--- src/rtl/irqmap_pkg.sv ---
package irqmap_pkg;

    localparam int ADDR_W   = 16;
    localparam int DATA_W   = 32;
    localparam int IDX_W    = 5;
    localparam int EN_BIT   = 31;

    localparam logic [DATA_W-1:0] PROT_MASK = 32'h0000_07FF;

    localparam logic [ADDR_W-1:0] PCI_MAP_LO  = 16'h0C00;
    localparam logic [ADDR_W-1:0] PCI_MAP_HI  = 16'h0C3F;
    localparam logic [ADDR_W-1:0] OBIO_MAP_LO = 16'h1000;
    localparam logic [ADDR_W-1:0] OBIO_MAP_HI = 16'h1080;
    localparam logic [ADDR_W-1:0] PCI_CLR_LO  = 16'h1400;
    localparam logic [ADDR_W-1:0] PCI_CLR_HI  = 16'h143F;
    localparam logic [ADDR_W-1:0] OBIO_CLR_LO = 16'h1800;
    localparam logic [ADDR_W-1:0] OBIO_CLR_HI = 16'h1860;

    typedef struct packed {
        logic             pci_map;
        logic             obio_map;
        logic             pci_clr;
        logic             obio_clr;
        logic             upper;
        logic [IDX_W-1:0] idx;
    } dec_t;

    function automatic logic [DATA_W-1:0] pci_rst_val(input int i);
        return DATA_W'((32'h1F << 6) | (i << 2));
    endfunction

    function automatic logic [DATA_W-1:0] obio_rst_val(input int i);
        return DATA_W'(((32'h1F << 6) | 32'h20) + i);
    endfunction

    function automatic logic [DATA_W-1:0] merge_wr(input logic [DATA_W-1:0] cur,
                                                   input logic [DATA_W-1:0] wd);
        return (cur & PROT_MASK) | (wd & ~PROT_MASK);
    endfunction

endpackage

--- src/rtl/irqmap_decode.sv ---
module irqmap_decode
    import irqmap_pkg::*;
(
    input  logic [ADDR_W-1:0] addr,
    output dec_t              dec
);

    always_comb begin
        dec          = '0;
        dec.upper    = addr[2];
        dec.idx      = addr[7:3];
        dec.pci_map  = (addr >= PCI_MAP_LO)  && (addr <= PCI_MAP_HI);
        dec.obio_map = (addr >= OBIO_MAP_LO) && (addr <= OBIO_MAP_HI);
        dec.pci_clr  = (addr >= PCI_CLR_LO)  && (addr <= PCI_CLR_HI);
        dec.obio_clr = (addr >= OBIO_CLR_LO) && (addr <= OBIO_CLR_HI);
    end

endmodule

--- src/rtl/irqmap_regs.sv ---
module irqmap_regs
    import irqmap_pkg::*;
#(
    parameter int N_PCI_MAP     = 8,
    parameter int N_OBIO_MAP    = 32,
    parameter int LINES_PER_MAP = 4,
    parameter int N_OBIO_SRC    = 16,
    localparam int N_PCI_LINES  = N_PCI_MAP * LINES_PER_MAP,
    localparam int NUM_VEC      = N_PCI_LINES + N_OBIO_SRC,
    localparam int PIDX_W       = $clog2(N_PCI_MAP)
)(
    input  logic               clk,
    input  logic               rst_n,
    input  dec_t               dec,
    input  logic               we,
    input  logic [DATA_W-1:0]  wdata,
    output logic [DATA_W-1:0]  rdata,
    output logic [NUM_VEC-1:0] line_en
);

    typedef struct packed {
        logic [N_PCI_MAP-1:0][DATA_W-1:0]  pci;
        logic [N_OBIO_MAP-1:0][DATA_W-1:0] obio;
    } regs_t;

    regs_t             st_d, st_q;
    logic [PIDX_W-1:0] pidx;
    logic [IDX_W-1:0]  oidx;

    assign pidx = dec.idx[PIDX_W-1:0];
    assign oidx = dec.idx;

    always_comb begin
        st_d  = st_q;
        rdata = '0;
        if (dec.upper) begin
            if (dec.pci_map && (int'(dec.idx) < N_PCI_MAP)) begin
                rdata = st_q.pci[pidx];
                if (we) begin
                    st_d.pci[pidx] = merge_wr(st_q.pci[pidx], wdata);
                end
            end else if (dec.obio_map && (int'(oidx) < N_OBIO_MAP)) begin
                rdata = st_q.obio[oidx];
                if (we) begin
                    st_d.obio[oidx] = merge_wr(st_q.obio[oidx], wdata);
                end
            end
        end
    end

    always_ff @(posedge clk) begin
        if (!rst_n) begin
            for (int i = 0; i < N_PCI_MAP; i++) begin
                st_q.pci[i] <= pci_rst_val(i);
            end
            for (int i = 0; i < N_OBIO_MAP; i++) begin
                st_q.obio[i] <= obio_rst_val(i);
            end
        end else begin
            st_q <= st_d;
        end
    end

    // Slot lines share one entry per group, on-board lines own one each.
    for (genvar n = 0; n < NUM_VEC; n++) begin : g_en
        if (n < N_PCI_LINES) begin : g_pci
            assign line_en[n] = st_q.pci[n / LINES_PER_MAP][EN_BIT];
        end else begin : g_obio
            assign line_en[n] = st_q.obio[n - N_PCI_LINES][EN_BIT];
        end
    end

endmodule

--- src/rtl/irqmap_gate.sv ---
module irqmap_gate #(
    parameter int NUM_VEC = 48,
    localparam int LINE_W = $clog2(NUM_VEC)
)(
    input  logic               clk,
    input  logic               rst_n,
    input  logic [NUM_VEC-1:0] irq_in,
    input  logic [NUM_VEC-1:0] line_en,
    input  logic               clr_valid,
    input  logic [LINE_W-1:0]  clr_line,
    output logic [NUM_VEC-1:0] ivec_out
);

    typedef struct packed {
        logic [NUM_VEC-1:0] prev;
        logic [NUM_VEC-1:0] out;
    } gate_t;

    gate_t st_d, st_q;

    always_comb begin
        st_d      = st_q;
        st_d.prev = irq_in;
        for (int n = 0; n < NUM_VEC; n++) begin
            if (clr_valid && (clr_line == LINE_W'(n))) begin
                st_d.out[n] = 1'b0;
            end else if (irq_in[n] != st_q.prev[n]) begin
                st_d.out[n] = line_en[n] & irq_in[n];
            end
        end
    end

    always_ff @(posedge clk) begin
        if (!rst_n) begin
            st_q <= '0;
        end else begin
            st_q <= st_d;
        end
    end

    assign ivec_out = st_q.out;

endmodule

--- src/rtl/irqmap_router.sv ---
module irqmap_router
    import irqmap_pkg::*;
#(
    parameter int N_PCI_MAP     = 8,
    parameter int N_OBIO_MAP    = 32,
    parameter int LINES_PER_MAP = 4,
    parameter int N_OBIO_SRC    = 16,
    localparam int N_PCI_LINES  = N_PCI_MAP * LINES_PER_MAP,
    localparam int NUM_VEC      = N_PCI_LINES + N_OBIO_SRC,
    localparam int LINE_W       = $clog2(NUM_VEC)
)(
    input  logic               clk,
    input  logic               rst_n,
    input  logic [ADDR_W-1:0]  reg_addr,
    input  logic               reg_we,
    input  logic [DATA_W-1:0]  reg_wdata,
    output logic [DATA_W-1:0]  reg_rdata,
    input  logic [NUM_VEC-1:0] irq_in,
    output logic [NUM_VEC-1:0] ivec_out
);

    dec_t               dec;
    logic [NUM_VEC-1:0] line_en;
    logic               clr_valid;
    logic [LINE_W-1:0]  clr_line;

    irqmap_decode u_dec (
        .addr (reg_addr),
        .dec  (dec)
    );

    irqmap_regs #(
        .N_PCI_MAP     (N_PCI_MAP),
        .N_OBIO_MAP    (N_OBIO_MAP),
        .LINES_PER_MAP (LINES_PER_MAP),
        .N_OBIO_SRC    (N_OBIO_SRC)
    ) u_regs (
        .clk     (clk),
        .rst_n   (rst_n),
        .dec     (dec),
        .we      (reg_we),
        .wdata   (reg_wdata),
        .rdata   (reg_rdata),
        .line_en (line_en)
    );

    // Clear target: slot window uses the raw 3-bit index,
    // on-board window offsets by the slot line count.
    always_comb begin
        clr_valid = 1'b0;
        clr_line  = '0;
        if (reg_we && dec.upper) begin
            if (dec.pci_clr) begin
                clr_valid = 1'b1;
                clr_line  = LINE_W'(dec.idx[2:0]);
            end else if (dec.obio_clr) begin
                clr_valid = 1'b1;
                clr_line  = LINE_W'(N_PCI_LINES + int'(dec.idx));
            end
        end
    end

    irqmap_gate #(
        .NUM_VEC (NUM_VEC)
    ) u_gate (
        .clk       (clk),
        .rst_n     (rst_n),
        .irq_in    (irq_in),
        .line_en   (line_en),
        .clr_valid (clr_valid),
        .clr_line  (clr_line),
        .ivec_out  (ivec_out)
    );

endmodule

--- config.mk ---
export PLATFORM = sky130hd
export DESIGN_NAME = irqmap_router
export DESIGN_NICKNAME = d
export VERILOG_FILES = /design/src/rtl/irqmap_pkg.sv /design/src/rtl/irqmap_decode.sv /design/src/rtl/irqmap_regs.sv /design/src/rtl/irqmap_gate.sv /design/src/rtl/irqmap_router.sv
export SDC_FILE = /design/constraint.sdc
export NUM_CORES = 2
export LEC_CHECK = 0
export CAP_MARGIN = 20
export CORE_MARGIN = 1
export CORE_UTILIZATION = 65
export CTS_CLUSTER_SIZE = 10
export DETAILED_ROUTE_END_ITERATION = 7
export DONT_BUFFER_PORTS = 1
export PLACE_DENSITY = 0.84
export SLEW_MARGIN = 25
export SYNTH_ARGS = -nofsm -noshare
export SYNTH_HDL_FRONTEND = slang
export SYNTH_HIERARCHICAL = 1
export SYNTH_SLANG_ARGS = --single-unit
--- constraint.sdc ---
create_clock -name clk -period 4.2 [get_ports clk]
set_input_delay 0 -clock clk [delete_from_list [all_inputs] [get_ports clk]]
set_output_delay 0 -clock clk [all_outputs]
set_load 0.05 [all_outputs]
==> impl_metrics.py, run 1 <==
metrics = {
    "outcome": {
        "status": "stopped before the end",
        "lastStage": "5_1_grt",
        "first-error": "[ERROR GRT-0116] Global routing finished with congestion. Check the congestion regions in the DRC Viewer.",
    },
    "floorplan": {
        "start_util_pct": 65.6,
        "dieHeight_um": 298,
        "die_w_um": 298,
        "rows": 108,
        "io_pins": 179,
    },
    "synth": {
        "syn_inst": 6127,
        "synthAdderAreaFrac_pct": 0,
        "synth_common_cells": "1376 x dfxtp_1, 1115 x nand2_1, 544 x mux2i_1",
        "synthArstFlopShare_pct": 0,
        "ys_seq_area_share_pct": 48.4,
        "synthXorXnorAreaFrac_pct": 0.739,
        "synth_compound_area_share_pct": 13.7,
        "synth_cell_types": 54,
        "netlist_area_mm2": 0.0569,
        "yosysTopAreaCellShare_pct": 48.4,
        "synth_most_common_cell": "dfxtp_1",
        "synth_seq_cells": 1376,
        "synthSimpleGateAreaFrac_pct": 19.1,
        "synth_top_family_by_area": "simple AND/OR/NAND/NOR gates",
        "synth.area.mux_share_pct": 12.1,
        "avgSynthCellArea_um2": 9.29,
        "yosysWarnings": 6,
        "synth_edf_count": 0,
        "synth_area_leaders": "dfxtp_1 48%, mux2i_1 9.6%, nand2_1 7.4%, a21boi_0 4.2%, nand2b_1 3.6%",
        "synth_ff_type": "dfxtp_1",
        "syn_nets": 6226,
        "synth_area_leader_cell": "dfxtp_1",
    },
    "placed_design": {
        "portBuffers": 0,
        "dpl.hpwl_mm": 88.2,
        "dp_slack_ns": 1.08,
        "place.gp.congestion": 0.912,
    },
    "clock_network": {
        "cts_made_buffers": 156,
        "clockBufferDepth": 3,
        "cts_htree_levels": 4,
        "cts-root-buf": "clkbuf_16",
        "ctsResizeCount": 0,
        "clock_sinks": 1376,
    },
    "global_routing": {
        "grt_overflow": 756,
        "grt_pass1_wl_mm": 511,
        "grt_max_degree": 1017,
        "grtUsageTotal_pct": 76.5,
        "first_global_vias": 72500,
    },
}
==> metal layers <==
metal  GRT usage [%]  overflow
met2            88.6       377
met4            78.4       311
met5            39.9         5
met3            66.2        39
met1            75.2        24
==> kinds of logic after synthesis <==
| family | after synthesis |
|---|---|
| AO/OA/AOI/OAI | 1194 |
| XOR/XNOR | 48 |
| buffers and inverters | 668 |
| flip-flops | 1376 |
| multiplexers | 608 |
| AND/OR/NAND/NOR | 2233 |
==> stage by stage <==
stage | instance area [µm²] | cells
4_1_cts | 73900 | 8270
2_1_floorplan | 56900 | 6127
3_5_place_dp | 55900 | 6730
3_3_place_gp | 55900 | 6729
==> repair_timing <==
item	CTS
hold buffers	1363
buffers inserted	0
hold endpoints to repair	1376
==> run 2: changes to the inputs <==
CORE_UTILIZATION = 40   (was 65)
CTS_CLUSTER_SIZE = unset   (was 10)
PLACE_DENSITY = unset   (was 0.84)
PLACE_DENSITY_LB_ADDON = 0.15   (was unset)
==> impl_metrics.py, run 2 <==
metrics = {
    "outcome": {
        "status": "finished with violations",
        "violations": "max-slew violations, negative setup slack",
    },
    "timing": {
        "layout_worst_path_cycle_share_pct": 114,
        "fin_crit_ns": 4.81,
        "setup_viol": 131,
        "setup_slack_ns": -0.609,
        "tightest_slew_ns": 4.02,
        "skew_ns": 0.0148,
        "max_freq_mhz": 208,
        "drv_slew": 374,
        "hold_viol": 0,
        "rsz0062_at_grt": "no",
        "slew_headroom_pct": -168,
    },
    "synth": {
        "avgSynthCellArea_um2": 9.29,
        "ys_seq_area_share_pct": 48.4,
        "synth_seq_cells": 1376,
        "synth_area_leaders": "dfxtp_1 48%, mux2i_1 9.6%, nand2_1 7.4%, a21boi_0 4.2%, nand2b_1 3.6%",
        "syn_inst": 6127,
        "synth_edf_count": 0,
        "yosysWarnings": 6,
        "synth_common_cells": "1376 x dfxtp_1, 1115 x nand2_1, 544 x mux2i_1",
        "syn_nets": 6226,
        "netlist_area_mm2": 0.0569,
        "synth_area_leader_cell": "dfxtp_1",
        "yosysTopAreaCellShare_pct": 48.4,
        "synthArstFlopShare_pct": 0,
        "synth_ff_type": "dfxtp_1",
        "synth_cell_types": 54,
        "synth_most_common_cell": "dfxtp_1",
    },
    "finish": {
        "mostFrequentLayoutCells": "1385 x dlygate4sd3_1, 1376 x dfxtp_1, 1115 x nand2_1, 544 x mux2i_1, 381 x nand3_1",
        "layout-drive-gt1-share_pct": 6.52,
        "layoutNonFillerInstCount": 9148,
        "largest_reg_flops": 1256,
        "finish.utilization_pct": 53.8,
        "max_flop_register": "u_regs/st_q",
        "final_common_cell": "dlygate4sd3_1",
        "fin_nets": 7245,
        "area.growth.synth_to_final_pct": 33.6,
    },
    "detailed_routing": {
        "viasPerCell": 5.27,
        "first_pass_iters": 6,
        "via_count": 48200,
        "wl_per_cell_um": 20.7,
        "route.antenna.remaining_nets": 0,
        "wirelength_mm": 190,
        "drtIter0Drc": 3599,
        "drcViolationCount": 0,
    },
    "setup_path": {
        "crit_type": "input pin to flop",
        "crit_path_start": "reg_addr[4]",
        "cp_data_required_time_ns": 4.86,
        "cp_cell_sequence": "nor3_2, nand3_1, a2111oi_2, nand4_1, nor2_1, nand2_1, buf_12, nand3_1, dlygate4sd3_1, o21ai_0, dlygate4sd3_1",
        "slowest_stage": "a2111oi_2",
        "max_stage_delay_ns": 0.70,
        "r2r-start": "u_regs/line_en[45]$_SDFFE_PN0P_",
        "worstPathMaxFanout": 591,
        "startpoint_type": "input pin",
        "critPathArrivalTime_ns": 5.47,
        "cp-end-kind": "flop",
    },
    "floorplan": {
        "dieHeight_um": 379,
        "dieArea_mm2": 0.144,
        "core_mm2": 0.141,
        "rows": 138,
        "start_util_pct": 40.3,
        "die_w_um": 379,
        "io_pins": 179,
    },
    "clock_network": {
        "clkLatencyLatePin_ns": 0.78,
        "clk_pin_slew_ns": 0.06,
        "ctsResizeCount": 0,
        "cts_made_buffers": 145,
        "clock_sinks": 1376,
        "cts_htree_levels": 4,
        "cts_tree": "done",
        "clockBufferDepth": 3,
        "post_cts_buffers": 0,
        "cts-root-buf": "clkbuf_16",
    },
    "power": {
        "p_leak_uw": 0.0284,
        "peakVddDrop_mv": 0.384,
        "powerDensity_mw_per_mm2": 352,
        "total_power_uw": 26800,
    },
    "global_routing": {
        "grt_max_degree": 1121,
        "grt_pass1_wl_mm": 289,
        "grt_overflow": 0,
        "grtUsageTotal_pct": 26.1,
        "antenna_found_initial": 4,
        "first_global_vias": 48500,
    },
    "placed_design": {
        "place.gp.congestion": 0.818,
        "portBuffers": 0,
        "place_inst": 7476,
        "dpl.hpwl_mm": 96.7,
    },
    "run": {
        "cap_viol_max_count": 0,
    },
    "worst_hold_path": {
        "hp-class": "input pin to flop",
        "hp-start": "irq_in[39]",
    },
}
## run 2: cell counts after synthesis
No cell type changed its count.
## run 2: layer usage
layer	wire length, µm	GRT usage, %
met3	9700	3.81
met2	88900	43.7
met1	82200	32.9
met4	8970	12.5
met5	0	0
## run 2: area by class of cell
class	count	area, µm²
fillers	12800	65300
flip-flops and latches	1376	27500
multi-input cells	4083	26000
repair buffers	1539	15500
clock buffers	217	4310
well taps	1890	2360
clock inverters	39	299
diodes	3	7.51
inverters	1	3.75
## run 2: through the flow
step / setup WS [ns] / setup TNS [ns] / hold WS, ns / area (µm²)
after floorplan: 2.05 / 0 / 0.122 / 56900
after global placement: 1.03 / 0 / 0.123 / 57000
after detailed placement: 1.03 / 0 / 0.125 / 57000
after CTS: 0.736 / 0 / 0.0184 / 75900
after global routing: 0.355 / 0 / 0.129 / 76100
final: -0.609 / -25.68 / 0.116 / 76100
## run 2: worst max-delay path: cells and delay by family
kind	cells	cell delay (ns)
AO/OA/AOI/OAI	2	0.79
AND/OR/NAND/NOR	6	2.13
buffers and inverters	3	1.52
## run 2: timing repair
action / in CTS / in global routing
hold buffers: 1406 / 1
endpoints found under the hold margin: 1376 / 11
endpoints found under the setup margin: 0 / 0
## run 2: cell families after synthesis
group / after synthesis / share of synthesized area [%]
simple gates: 2233 / 19.1
flops: 1376 / 48.4
compound gates: 1194 / 13.7
buf+inv: 668 / 5.99
xor+xnor: 48 / 0.739
mux: 608 / 12.1
## run 2: power by group
group          total (µW)  switching (µW)  internal (µW)
Sequential          13100            17.2          13100
Clock               12600            5430           7170
Combinational        1090             585            501
Total               26800            6030          20700
## run 2: path summary, 6_finish.rpt
check	endpoint	cells past startpoint	slack (ns)
worst max-delay path	u_regs/st_q[821]$_SDFFE_PN0P_	11	-0.61
worst min-delay path	u_gate/ivec_out[39]$_SDFFE_PP0P_	4	0.12
worst max register to register	u_regs/line_en[45]$_SDFFE_PN0P_	4	2.32
worst min register to register	u_regs/st_q[295]$_SDFFE_PN1P_	1	0.44
No activity file was read; power rests on OpenSTA's default activity.
